### src/rtl/psplit_pkg.sv
package psplit_pkg;

    // Sequencer state: which member of a pair is expected next, and
    // whether the pair being assembled is to be negated.
    typedef struct packed {
        logic phase;   // 0: expecting even sample, 1: holding even sample
        logic flip;    // 1: current pair is negated
    } seq_t;

    localparam int unsigned LANES = 2;

endpackage

### src/rtl/psplit_neg.sv
module psplit_neg #(
    parameter int unsigned DATA_W  = 16,
    parameter bit          SAT_NEG = 1'b1
) (
    input  logic [DATA_W-1:0] din,
    input  logic              neg,
    output logic [DATA_W-1:0] dout
);

    localparam logic [DATA_W-1:0] MIN_V = {1'b1, {(DATA_W-1){1'b0}}};
    localparam logic [DATA_W-1:0] MAX_V = {1'b0, {(DATA_W-1){1'b1}}};

    logic [DATA_W-1:0] inv_d;

    generate
        if (SAT_NEG) begin : g_sat
            always_comb begin
                if (din == MIN_V) inv_d = MAX_V;
                else              inv_d = (~din) + 1'b1;
            end
        end else begin : g_wrap
            always_comb inv_d = (~din) + 1'b1;
        end
    endgenerate

    always_comb dout = neg ? inv_d : din;

endmodule

### src/rtl/psplit_seq.sv
module psplit_seq
    import psplit_pkg::*;
(
    input  logic clk,
    input  logic rst_n,
    input  logic in_valid,
    output logic phase_o,
    output logic flip_o,
    output logic pair_o
);

    seq_t s_d, s_q;

    always_comb begin
        s_d    = s_q;
        pair_o = in_valid & s_q.phase;
        if (in_valid) begin
            s_d.phase = ~s_q.phase;
            if (s_q.phase) s_d.flip = ~s_q.flip;
        end
    end

    always_ff @(posedge clk or negedge rst_n) begin
        if (!rst_n) s_q <= '0;
        else        s_q <= s_d;
    end

    assign phase_o = s_q.phase;
    assign flip_o  = s_q.flip;

endmodule

### src/rtl/psplit_pair.sv
module psplit_pair
    import psplit_pkg::*;
#(
    parameter int unsigned DATA_W  = 16,
    parameter bit          SAT_NEG = 1'b1
) (
    input  logic              clk,
    input  logic              rst_n,
    input  logic              in_valid,
    input  logic [DATA_W-1:0] in_data,
    output logic [DATA_W-1:0] out_a,
    output logic [DATA_W-1:0] out_b,
    output logic              half_clk,
    output logic              pair_valid
);

    typedef struct packed {
        logic [DATA_W-1:0] hold;
        logic [DATA_W-1:0] a;
        logic [DATA_W-1:0] b;
        logic              pv;
    } dp_t;

    dp_t r_d, r_q;

    logic phase, flip, pair_now;
    logic [DATA_W-1:0] lane_in  [LANES];
    logic [DATA_W-1:0] lane_out [LANES];

    psplit_seq u_seq (
        .clk     (clk),
        .rst_n   (rst_n),
        .in_valid(in_valid),
        .phase_o (phase),
        .flip_o  (flip),
        .pair_o  (pair_now)
    );

    // Lane 0 sees the stored even sample, lane 1 the arriving odd one.
    assign lane_in[0] = r_q.hold;
    assign lane_in[1] = in_data;

    generate
        for (genvar i = 0; i < LANES; i++) begin : g_lane
            psplit_neg #(
                .DATA_W (DATA_W),
                .SAT_NEG(SAT_NEG)
            ) u_neg (
                .din (lane_in[i]),
                .neg (flip),
                .dout(lane_out[i])
            );
        end
    endgenerate

    always_comb begin
        r_d    = r_q;
        r_d.pv = pair_now;
        if (in_valid && !phase) r_d.hold = in_data;
        if (pair_now) begin
            r_d.a = lane_out[0];
            r_d.b = lane_out[1];
        end
    end

    always_ff @(posedge clk or negedge rst_n) begin
        if (!rst_n) r_q <= '0;
        else        r_q <= r_d;
    end

    assign out_a      = r_q.a;
    assign out_b      = r_q.b;
    assign pair_valid = r_q.pv;
    assign half_clk   = phase;

endmodule

### config.mk
export PLATFORM = sky130hd
export DESIGN_NAME = psplit_pair
export DESIGN_NICKNAME = d
export VERILOG_FILES = /design/src/rtl/psplit_pkg.sv /design/src/rtl/psplit_neg.sv /design/src/rtl/psplit_seq.sv /design/src/rtl/psplit_pair.sv
export SDC_FILE = /design/constraint.sdc
export NUM_CORES = 1
export LEC_CHECK = 0
export BUFFER_PORTS_ARGS = -buffer_cell sky130_fd_sc_hd__buf_2
export CAP_MARGIN = 20
export CORE_ASPECT_RATIO = 1.25
export CORE_MARGIN = 1.5
export CORE_UTILIZATION = 54
export DETAILED_ROUTE_END_ITERATION = 8
export PLACE_DENSITY = 0.78
export SLEW_MARGIN = 20
export SYNTH_ARGS = -nofsm -noshare
export SYNTH_HDL_FRONTEND = slang
export SYNTH_SLANG_ARGS = --single-unit
### constraint.sdc
create_clock -name clk -period 3.2 [get_ports clk]
set_input_delay 0.16 -clock clk [delete_from_list [all_inputs] [get_ports clk]]
set_output_delay 0.16 -clock clk [all_outputs]
set_load 0.005 [all_outputs]
## Word-level counts from Yosys, hierarchy flattened

Cells that the tools add are included.
Widths: inputs -> output; s select.

| word-level totals | value |
|---|---|
| bits of input ports | 19 |
| word-level logic and storage cells | 22 |
| flip-flop bits (word level) | 51 |
| output and inout port bits | 34 |

| cells by class | value |
|---|---|
| reductions and logical operators | 3 |
| equal/unequal tests | 2 |
| bitwise operators | 5 |
| add/subtract/negate cells | 2 |
| muxes and demuxes | 4 |

Operators with widths:

| cell | count |
|---|---|
| $mux 16 | 4 |
| $add 16x1->16 const B | 2 |
| $eq 16x16->1 const B | 2 |
| $not 16->16 | 2 |
| $not 1->1 | 2 |
| $reduce_and 2->1 | 1 |
| $and 1x1->1 | 1 |
| $logic_and 1x1->1 | 1 |
| $logic_not 1->1 | 1 |

## Longest topological paths before layout

Gate-level depths: netlist of run 1.

| depth | value |
|---|---|
| depth in word-level cells | 4 |
| gate-level depth with buffers | 8 |
| gate-level depth less buffers | 6 |

## Hierarchy

A second synthesis of run 1 with hierarchy kept.

| unflattened totals | value |
|---|---|
| cells, all modules | 243 |
| area total of the unflattened synthesis | 2861.5 µm² |

Modules (own cells, without submodules):

| module | area each (µm²) | sequential area each (µm²) | cells an instance | times used |
|---|---|---|---|---|
| psplit_pair | 1876.8 | 1226.2 | 104 | 1 |
| psplit_neg | 450.4 | 0.0 | 67 | 2 |
| psplit_seq | 83.8 | 50.0 | 5 | 1 |

## Worst setup path before layout of run 1

Ideal clock, no wire load.

| timing | value |
|---|---|
| path kind | reg2reg |
| start point | register r_q, in the netlist lane_in[23] |
| end point | register r_q, in the netlist out_a[15] |
| slack | 868 ps |
| data required time | 3074 ps |
| stages on the path, launching flop included | 6 |
| library setup time | 126 ps |
| clock period less this slack | 2332 ps |
| buffers on the path | 1 |
| arrival time | 2206 ps |
| cell sequence | dfrtp_1 -> or4_1 -> buf_2 -> or4_4 -> o41a_1 -> o32a_1 |

| between the ends | value |
|---|---|
| longest elaborated chain between the ends | 4 |
| elaborated cells on any way between the ends | 5 |
| classes of those cells | add/sub: 1; eq/ne: 1; mux: 2; bitwise: 1 |

Ends and longest elaborated chain:

| element | line | RTL |
|---|---|---|
| start, declared | psplit_pair.sv:24 | `dp_t r_d, r_q;` |
| start signal, assigned | psplit_pair.sv:68 | `else r_q <= r_d;` |
| $not 16->16 | psplit_neg.sv:19 | `else inv_d = (~din) + 1'b1;` |
| $add 16x1->16 | psplit_neg.sv:19 |  |
| $mux 16 (*) | psplit_neg.sv:18 | `if (din == MIN_V) inv_d = MAX_V;` |
| $mux 16 (*) | psplit_neg.sv:26 | `always_comb dout = neg ? inv_d : din;` |

Every way passes the cells marked *; elsewhere a longest branch is shown, timed or not.
A chain may end at the register's enable or synchronous reset.

## Final worst setup path of run 1

| timing | value |
|---|---|
| start point | register r_q, in the netlist lane_in[16] |
| end point | register r_q, in the netlist out_a[3] |

Same word-level chain as after synthesis.

==> run_results.csv, run 1 <==
group,metric,value,unit
detailed_routing,first_pass_iters,4,
cells_and_area,regArea,1280,um^2
detailed_routing,drc,0,
timing,rsz0062_at_grt,"false",
power,ir_worst_vdd,0.000492,V
timing,min_period,2.47,ns
floorplanning,die_area,5190,um^2
synth,ys_ff_latch,51,
power,power_switching,1.11,mW
synth,netlist_instances,253,
clock_tree,clk-insertion-delay-late,0.30,ns
clock_tree,cts_tree,"built",
power,p_seq_share,44.5,%
clock_tree,cts_buffers,5,
power,p_int,1.73,mW
detailed_routing,wl,5.39,mm
clock_tree,htreeDepth,2,
detailed_routing,wire_per_inst,15.1,um
critical_path,worst-path-buf-inv,1,
cells_and_area,fin_nets,318,
critical_path,cp_max_fo,12,
global_routing,grtUsageTotal,22.4,%
cells_and_area,n_fill_cell,362,
critical_path,cp-end-kind,"flop",
cells_and_area,diodes,0,
timing,slew_headroom,37.3,%
floorplanning,start_util,57.2,%
status,status,"completed",
cells_and_area,area_growth,15.2,%
critical_path,cp_top_family,"simple AND/OR/NAND/NOR gates",
placement,port_buffers,52,
critical_path,crit_type,"flop to flop",
timing,clock.fmax,405,MHz
cells_and_area,layout-drive-gt1-share,27.2,%
critical_path,path_cells,"inv_1 -> ha_1 -> or3b_2 -> nor4_1 -> a31oi_1 -> a21oi_1",
global_routing,grt_max_degree,52,
clock_tree,clock-root-buffer,"clkbuf_8",
synth,synth.net_count,274,
synth,yosys_warnings,0,
clock_tree,clkSinkCount,51,
critical_path,slowest_delay,0.54,ns
synth,ys_types,38,
placement,routabilityCongestion,0.782,
critical_path,critical_path.startpoint_type,"flop",
min_path,hp-class,"input pin to flop",
cells_and_area,final_cell_mix,"buf_2 (51), dfrtp_1 (51), nor2_1 (29)",
synth,synth_top_cell_area_share,49.6,%
timing,setup_viol,0,
global_routing,antenna_found_initial,0,
detailed_routing,drt_first_iter_violations,135,
clock_tree,cts.path.max_buffers,2,
clock_tree,clkTransAtPathRegs,0.09,ns
clock_tree,cts_setup_buffers,0,
floorplanning,die_x,64.7,um
timing,hold_viol,0,
clock_tree,post_cts_resized,0,
power,total_power,2.84,mW
placement,dp_cells,347,
global_routing,grt_pass1_wl,9.11,mm
power,p_clk_share,13.7,%
job,cap_violations,0,
floorplanning,die_y,80.2,um
synth,synth_area,2570,um^2
power,p_sw_share,39.1,%
power,leakage,1.26,nW
detailed_routing,route.vias.total,2073,
timing,worstMarginPinSlew,0.937,ns
synth,yosysTopAreaCell,"dfrtp_1",
timing,tns,0,ns
synth,async_reset_ff_share,100,%
synth,synth.yosys.seq_area_share,49.6,%
synth,synth-edff-count,0,
detailed_routing,ant_nets,0,
floorplanning,core,4490,um^2
floorplanning,rows,27,
synth,ys.flop_type,"dfrtp_1",
cells_and_area,final_cells,356,
critical_path,worstPathRequired,3.43,ns
critical_path,cp_slowest_cell,"or3b_2",
placement,place_hpwl,3.76,mm
global_routing,grt_pass1_vias,1926,
timing,clock_skew,0.00491,ns
cells_and_area,multiInputGateArea,1200,um^2
floorplanning,io_pins,53,
critical_path,arrival,2.69,ns
synth,synth.avg_cell_area,10.2,um^2
detailed_routing,viasPerCell,5.82,
timing,drv_slew,0,
power,powerDensity,959,nW/um^2
power,p_comb_share,41.8,%
global_routing,grt.overflow.total,0,
timing,final.period_utilization,77.1,%
synth,synth.area.top_cells,"dfrtp_1 (50%), xor2_1 (6.5%), mux2_2 (5.7%)",
state kept, by name, summed over array words and instances (netlist names):
name and count:
lane_in 16, out_a 16, out_b 16, pair_valid 1, u_seq.flip_o 1, u_seq.phase_o 1
metal layers:
metal  vias to the layer above  track usage (%)  routed length (um)
li1                       1003                -                   -
met1                       989             30.6                2370
met2                        71             35.9                2690
met3                        10             2.80                 244
met4                         0             9.57                  73
met5                         -                0                   0
stage by stage:
step | setup slack (ns) | hold WS [ns] | area [um^2] | util, %
floorplan | 0.868 | -0.136 | 2570 | -
global placement | 0.837 | 0.370 | 2850 | 63.4
detailed placement | 0.798 | 0.376 | 2850 | 63.4
CTS | 0.710 | 0.0499 | 2950 | 65.6
global route | 0.484 | 0.0617 | 2960 | 65.9
finish | 0.732 | 0.0630 | 2960 | 65.9
final timing paths:
path	start	to	slack (ns)	cells after the start
worst min register to register	out_b[12]$_DFFE_PN0P_	out_b[12]$_DFFE_PN0P_	0.49	2
worst max register to register	lane_in[16]$_DFFE_PN0P_	out_a[3]$_DFFE_PN0P_	0.73	6
min in group asynchronous	rst_n	out_b[12]$_DFFE_PN0P_	0.42	2
worst max-delay path	lane_in[16]$_DFFE_PN0P_	out_a[3]$_DFFE_PN0P_	0.73	6
max in group asynchronous	rst_n	out_b[14]$_DFFE_PN0P_	2.37	2
worst min-delay path	in_valid	u_seq.phase_o$_DFFE_PN0P_	0.06	2
power groups by stage:
stage	logic, mW	registers, mW	clock network (mW)
floorplan	0.831	1.21	0
global route	1.34	1.31	0.432
CTS	1.20	1.26	0.404
finish	1.19	1.26	0.388
detailed placement	1.19	1.27	0
global placement	1.16	1.25	0
logic make-up after synthesis:
family | Yosys count | synth area share, %
AO/OA/AOI/OAI | 69 | 17.2
AND/OR/NAND/NOR | 68 | 14.0
flip-flops | 51 | 49.6
XOR/XNOR | 24 | 8.18
buffers and inverters | 24 | 3.55
multiplexers | 15 | 6.47
adder cells (fa/ha/maj) | 2 | 0.973
cells in the mapped netlist (3+ instances only):
cell type,instances
dfrtp_1,51
nor2_1,29
a21oi_1,24
xor2_1,19
clkbuf_1,16
mux2_2,13
o21ai_0,12
o31ai_1,10
nand2_1,9
a31oi_1,7
o41ai_1,7
inv_1,6
or4_1,6
nor2b_1,5
xnor2_1,5
nand3_1,3
or3_1,3
timing repair:
item	4_1_cts	5_1_grt
setup endpoints to repair	0	0
hold buffers	0	1
endpoints found under the hold margin	0	51
area by class of cell:
| class | count | share of cell area, % |
|---|---|---|
| multi-input combinational | 178 | 40.6 |
| clock buffer | 6 | 2.79 |
| clock inverter | 2 | 0.549 |
| inverter | 6 | 0.760 |
| sequential | 51 | 43.1 |
| tap | 58 | 2.45 |
| timing repair buffer | 55 | 9.72 |
Note: power is estimated with default switching activity, not from simulation.
==> run 2, diff against run 1 <==
--- a/config.mk
+++ b/config.mk
@@ -5,11 +5,12 @@
 export SDC_FILE = /design/constraint.sdc
 export NUM_CORES = 1
 export LEC_CHECK = 0
+export ABC_AREA = 1
 export BUFFER_PORTS_ARGS = -buffer_cell sky130_fd_sc_hd__buf_2
 export CAP_MARGIN = 20
 export CORE_ASPECT_RATIO = 1.25
 export CORE_MARGIN = 1.5
-export CORE_UTILIZATION = 54
+export CORE_UTILIZATION = 55
 export DETAILED_ROUTE_END_ITERATION = 8
 export PLACE_DENSITY = 0.78
 export SLEW_MARGIN = 20
==> constraint.sdc (replaced) <==
create_clock -name clk -period 2.3 [get_ports clk]
set_input_delay 0.115 -clock clk [delete_from_list [all_inputs] [get_ports clk]]
set_output_delay 0.115 -clock clk [all_outputs]
set_load 0.005 [all_outputs]
==> run_results.csv, run 2 <==
group,metric,value,unit
status,status,"completed",
power,p_sw_share,40.1,%
clock_tree,clock-root-buffer,"clkbuf_8",
placement,placed_cell_area,3180,um^2
power,p_seq_share,40.9,%
cells_and_area,post-route-cell-area,3270,um^2
global_routing,grt_pass1_vias,2415,
critical_path,crit_type,"flop to flop",
critical_path,path_cells,"nand2_2 -> inv_2 -> nand2_4 -> inv_4 -> nand2_1 -> o21ai_1 -> inv_1",
synth,synth-compound-area-share,12.4,%
detailed_routing,wire_per_inst,12.5,um
clock_tree,htreeDepth,2,
synth,ys.flop_type,"dfrtp_1",
synth,yosysTopAreaCell,"dfrtp_1",
critical_path,slowest_delay,0.40,ns
critical_path,r2r_slack,0.76,ns
timing,min_period,1.54,ns
synth,synth.area.top_cells,"dfrtp_1 (45%), nand2_1 (13%), nor2_1 (7.6%)",
power,p_clk_share,14.3,%
detailed_routing,viasPerCell,5.11,
global_routing,grt_pass1_wl,10.4,mm
timing,tns,0,ns
synth,synthSimpleGateAreaFrac,29.8,%
floorplanning,io_pins,53,
synth,synthMuxAreaShare,0,%
critical_path,reg2reg_depth,7,
synth,ys_ff_latch,51,
critical_path,arrival,1.74,ns
clock_tree,cts_buffers,5,
critical_path,critical_path.startpoint_type,"flop",
timing,slew_headroom,33.9,%
cells_and_area,final_cell_mix,"nand2_1 (96), nor2_1 (58), buf_2 (52)",
cells_and_area,area_growth,14.2,%
detailed_routing,route.vias.total,2520,
power,powerDensity,1070,nW/um^2
clock_tree,cts_tree,"built",
detailed_routing,drc,0,
synth,synth-xor-area-share,3.67,%
clock_tree,cts.path.max_buffers,2,
clock_tree,clkTransAtPathRegs,0.09,ns
global_routing,grtUsageTotal,24.0,%
cells_and_area,final_cells,493,
timing,final.period_utilization,67.2,%
min_path,hold_start,"in_data[0]",
synth,synth-edff-count,0,
floorplanning,start_util,56.8,%
cells_and_area,fin_nets,451,
cells_and_area,diodes,0,
critical_path,cp_max_fo,18,
timing,rsz0062_at_grt,"false",
cells_and_area,final_common_cell,"nand2_1",
cells_and_area,layout-drive-gt1-share,25.3,%
timing,setup_viol,0,
detailed_routing,first_pass_iters,4,
critical_path,cp_slowest_cell,"dfrtp_1",
timing,hold_viol,0,
detailed_routing,drt_first_iter_violations,88,
floorplanning,rows,29,
placement,pre_cts_ws,0.757,ns
min_path,whs_path_depth,3,
synth,synth-adder-area-share,0.873,%
detailed_routing,wl,6.14,mm
clock_tree,clkSinkCount,51,
placement,dp_cells,484,
critical_path,r2r-end,"out_b[2]$_DFFE_PN0P_",
synth,synth_top_family_by_area,"simple AND/OR/NAND/NOR gates",
timing,clock_skew,0.00527,ns
power,ir_worst_vdd,0.000664,V
synth,async_reset_ff_share,100,%
placement,routabilityCongestion,0.929,
placement,port_buffers,52,
synth,yosys_warnings,0,
floorplanning,die_area,5660,um^2
critical_path,r2r-start,"u_seq.phase_o$_DFFE_PN0P_",
synth,yosysMostFrequentCell,"nand2_1",
cells_and_area,fin_util,64.9,%
timing,whs,0.0417,ns
global_routing,grt.overflow.total,0,
power,leakage,1.63,nW
synth,synth_area,2870,um^2
floorplanning,core,5040,um^2
job,cap_violations,0,
power,p_int,2.09,mW
timing,setup_slack,0.755,ns
power,total_power,3.49,mW
global_routing,antenna_found_initial,0,
clock_tree,clk-insertion-delay-late,0.30,ns
critical_path,worstPathRequired,2.50,ns
synth,synthTopCellsByCount,"nand2_1 (96), nor2_1 (58), dfrtp_1 (51)",
critical_path,cp-end-kind,"flop",
timing,drv_slew,0,
synth,synth.net_count,397,
min_path,hp-class,"input pin to flop",
timing,clock.fmax,647,MHz
power,p_comb_share,44.8,%
global_routing,grt_max_degree,34,
detailed_routing,ant_nets,0,
placement,place_hpwl,4.78,mm
synth,synth.yosys.seq_area_share,44.5,%
synth,ys_types,31,
synth,synth.avg_cell_area,7.62,um^2
floorplanning,die_x,67.6,um
power,power_switching,1.40,mW
synth,netlist_instances,376,
floorplanning,die_y,83.7,um
synth,synth_top_cell_area_share,44.5,%
min_path,hold_end,"out_b[0]$_DFFE_PN0P_",
timing,worstMarginPinSlew,0.991,ns
-- run 2: cell count changes in the layout (fill, tap and decap cells not counted), sizes merged, moves of 7 or more --
| cell | previous run | this run |
|---|---|---|
| nand3 | 3 | 24 |
| nand2 | 9 | 101 |
| inv | 6 | 48 |
| o41ai | 7 | 0 |
| nor2 | 29 | 66 |
| or4 | 8 | 0 |
| xor2 | 19 | 11 |
| o31ai | 10 | 0 |
| mux2 | 13 | 0 |
| o21ai | 12 | 31 |
| a31oi | 7 | 0 |
-- run 2: power by group through the flow --
stage / Clock, mW / Sequential, mW / Combinational [mW]
2_1_floorplan: 0 / 1.45 / 1.07
3_3_place_gp: 0 / 1.43 / 1.54
3_5_place_dp: 0 / 1.45 / 1.57
4_1_cts: 0.514 / 1.43 / 1.58
5_1_grt: 0.552 / 1.47 / 1.78
6_report: 0.501 / 1.43 / 1.56
-- run 2: cell type report --
class | instances | area, um^2
Clock buffer | 7 | 76.3
Clock inverter | 1 | 5.00
Fill cell | 444 | 1770
Inverter | 48 | 190
Multi-Input combinational cell | 266 | 1340
Sequential cell | 51 | 1280
Tap cell | 62 | 77.6
Timing Repair Buffer | 58 | 308
-- run 2: worst max path at each step --
stage,from,to,slack [ns],cells after the start
after floorplan,lane_in[16]$_DFFE_PN0P_,out_a[15]$_DFFE_PN0P_,1.0,9
after global routing,u_seq.phase_o$_DFFE_PN0P_,lane_in[20]$_DFFE_PN0P_,0.60,3
after detailed placement,u_seq.phase_o$_DFFE_PN0P_,out_b[2]$_DFFE_PN0P_,0.76,7
after global placement,u_seq.phase_o$_DFFE_PN0P_,out_b[2]$_DFFE_PN0P_,0.80,7
after CTS,u_seq.phase_o$_DFFE_PN0P_,out_b[2]$_DFFE_PN0P_,0.73,7
final,u_seq.phase_o$_DFFE_PN0P_,out_b[2]$_DFFE_PN0P_,0.76,7
-- run 2: critical path, delay by kind of cell, from the launching register on --
kind                   cells  cell delay (ns)
flip-flops                 1             0.40
buffers and inverters      3             0.59
AND/OR/NAND/NOR            3             0.36
AO/OA/AOI/OAI              1             0.09
-- run 2: routing by layer --
metal  up-vias  track usage, %  part of all wire [%]
met5         -               0                     0
met4         0            12.2                   4.0
met2        73            38.7                    49
met1      1144            30.5                    43
li1       1283               -                     -
met3        20            3.78                   3.8
-- run 2: cell families after synthesis --
family,after synthesis
and+or+nand+nor,195
buffers and inverters,59
AOI/OAI and AO/OA,57
DFF,51
xor gates and xnor gates,12
adders and majority gates,2
-- run 2: timing repair --
| item | in CTS | in global routing |
|---|---|---|
| hold buffers | 1 | 0 |
| gates resized for setup | 0 | 0 |
| setup buffers | 0 | 0 |
| hold endpoints to repair | 18 | 0 |
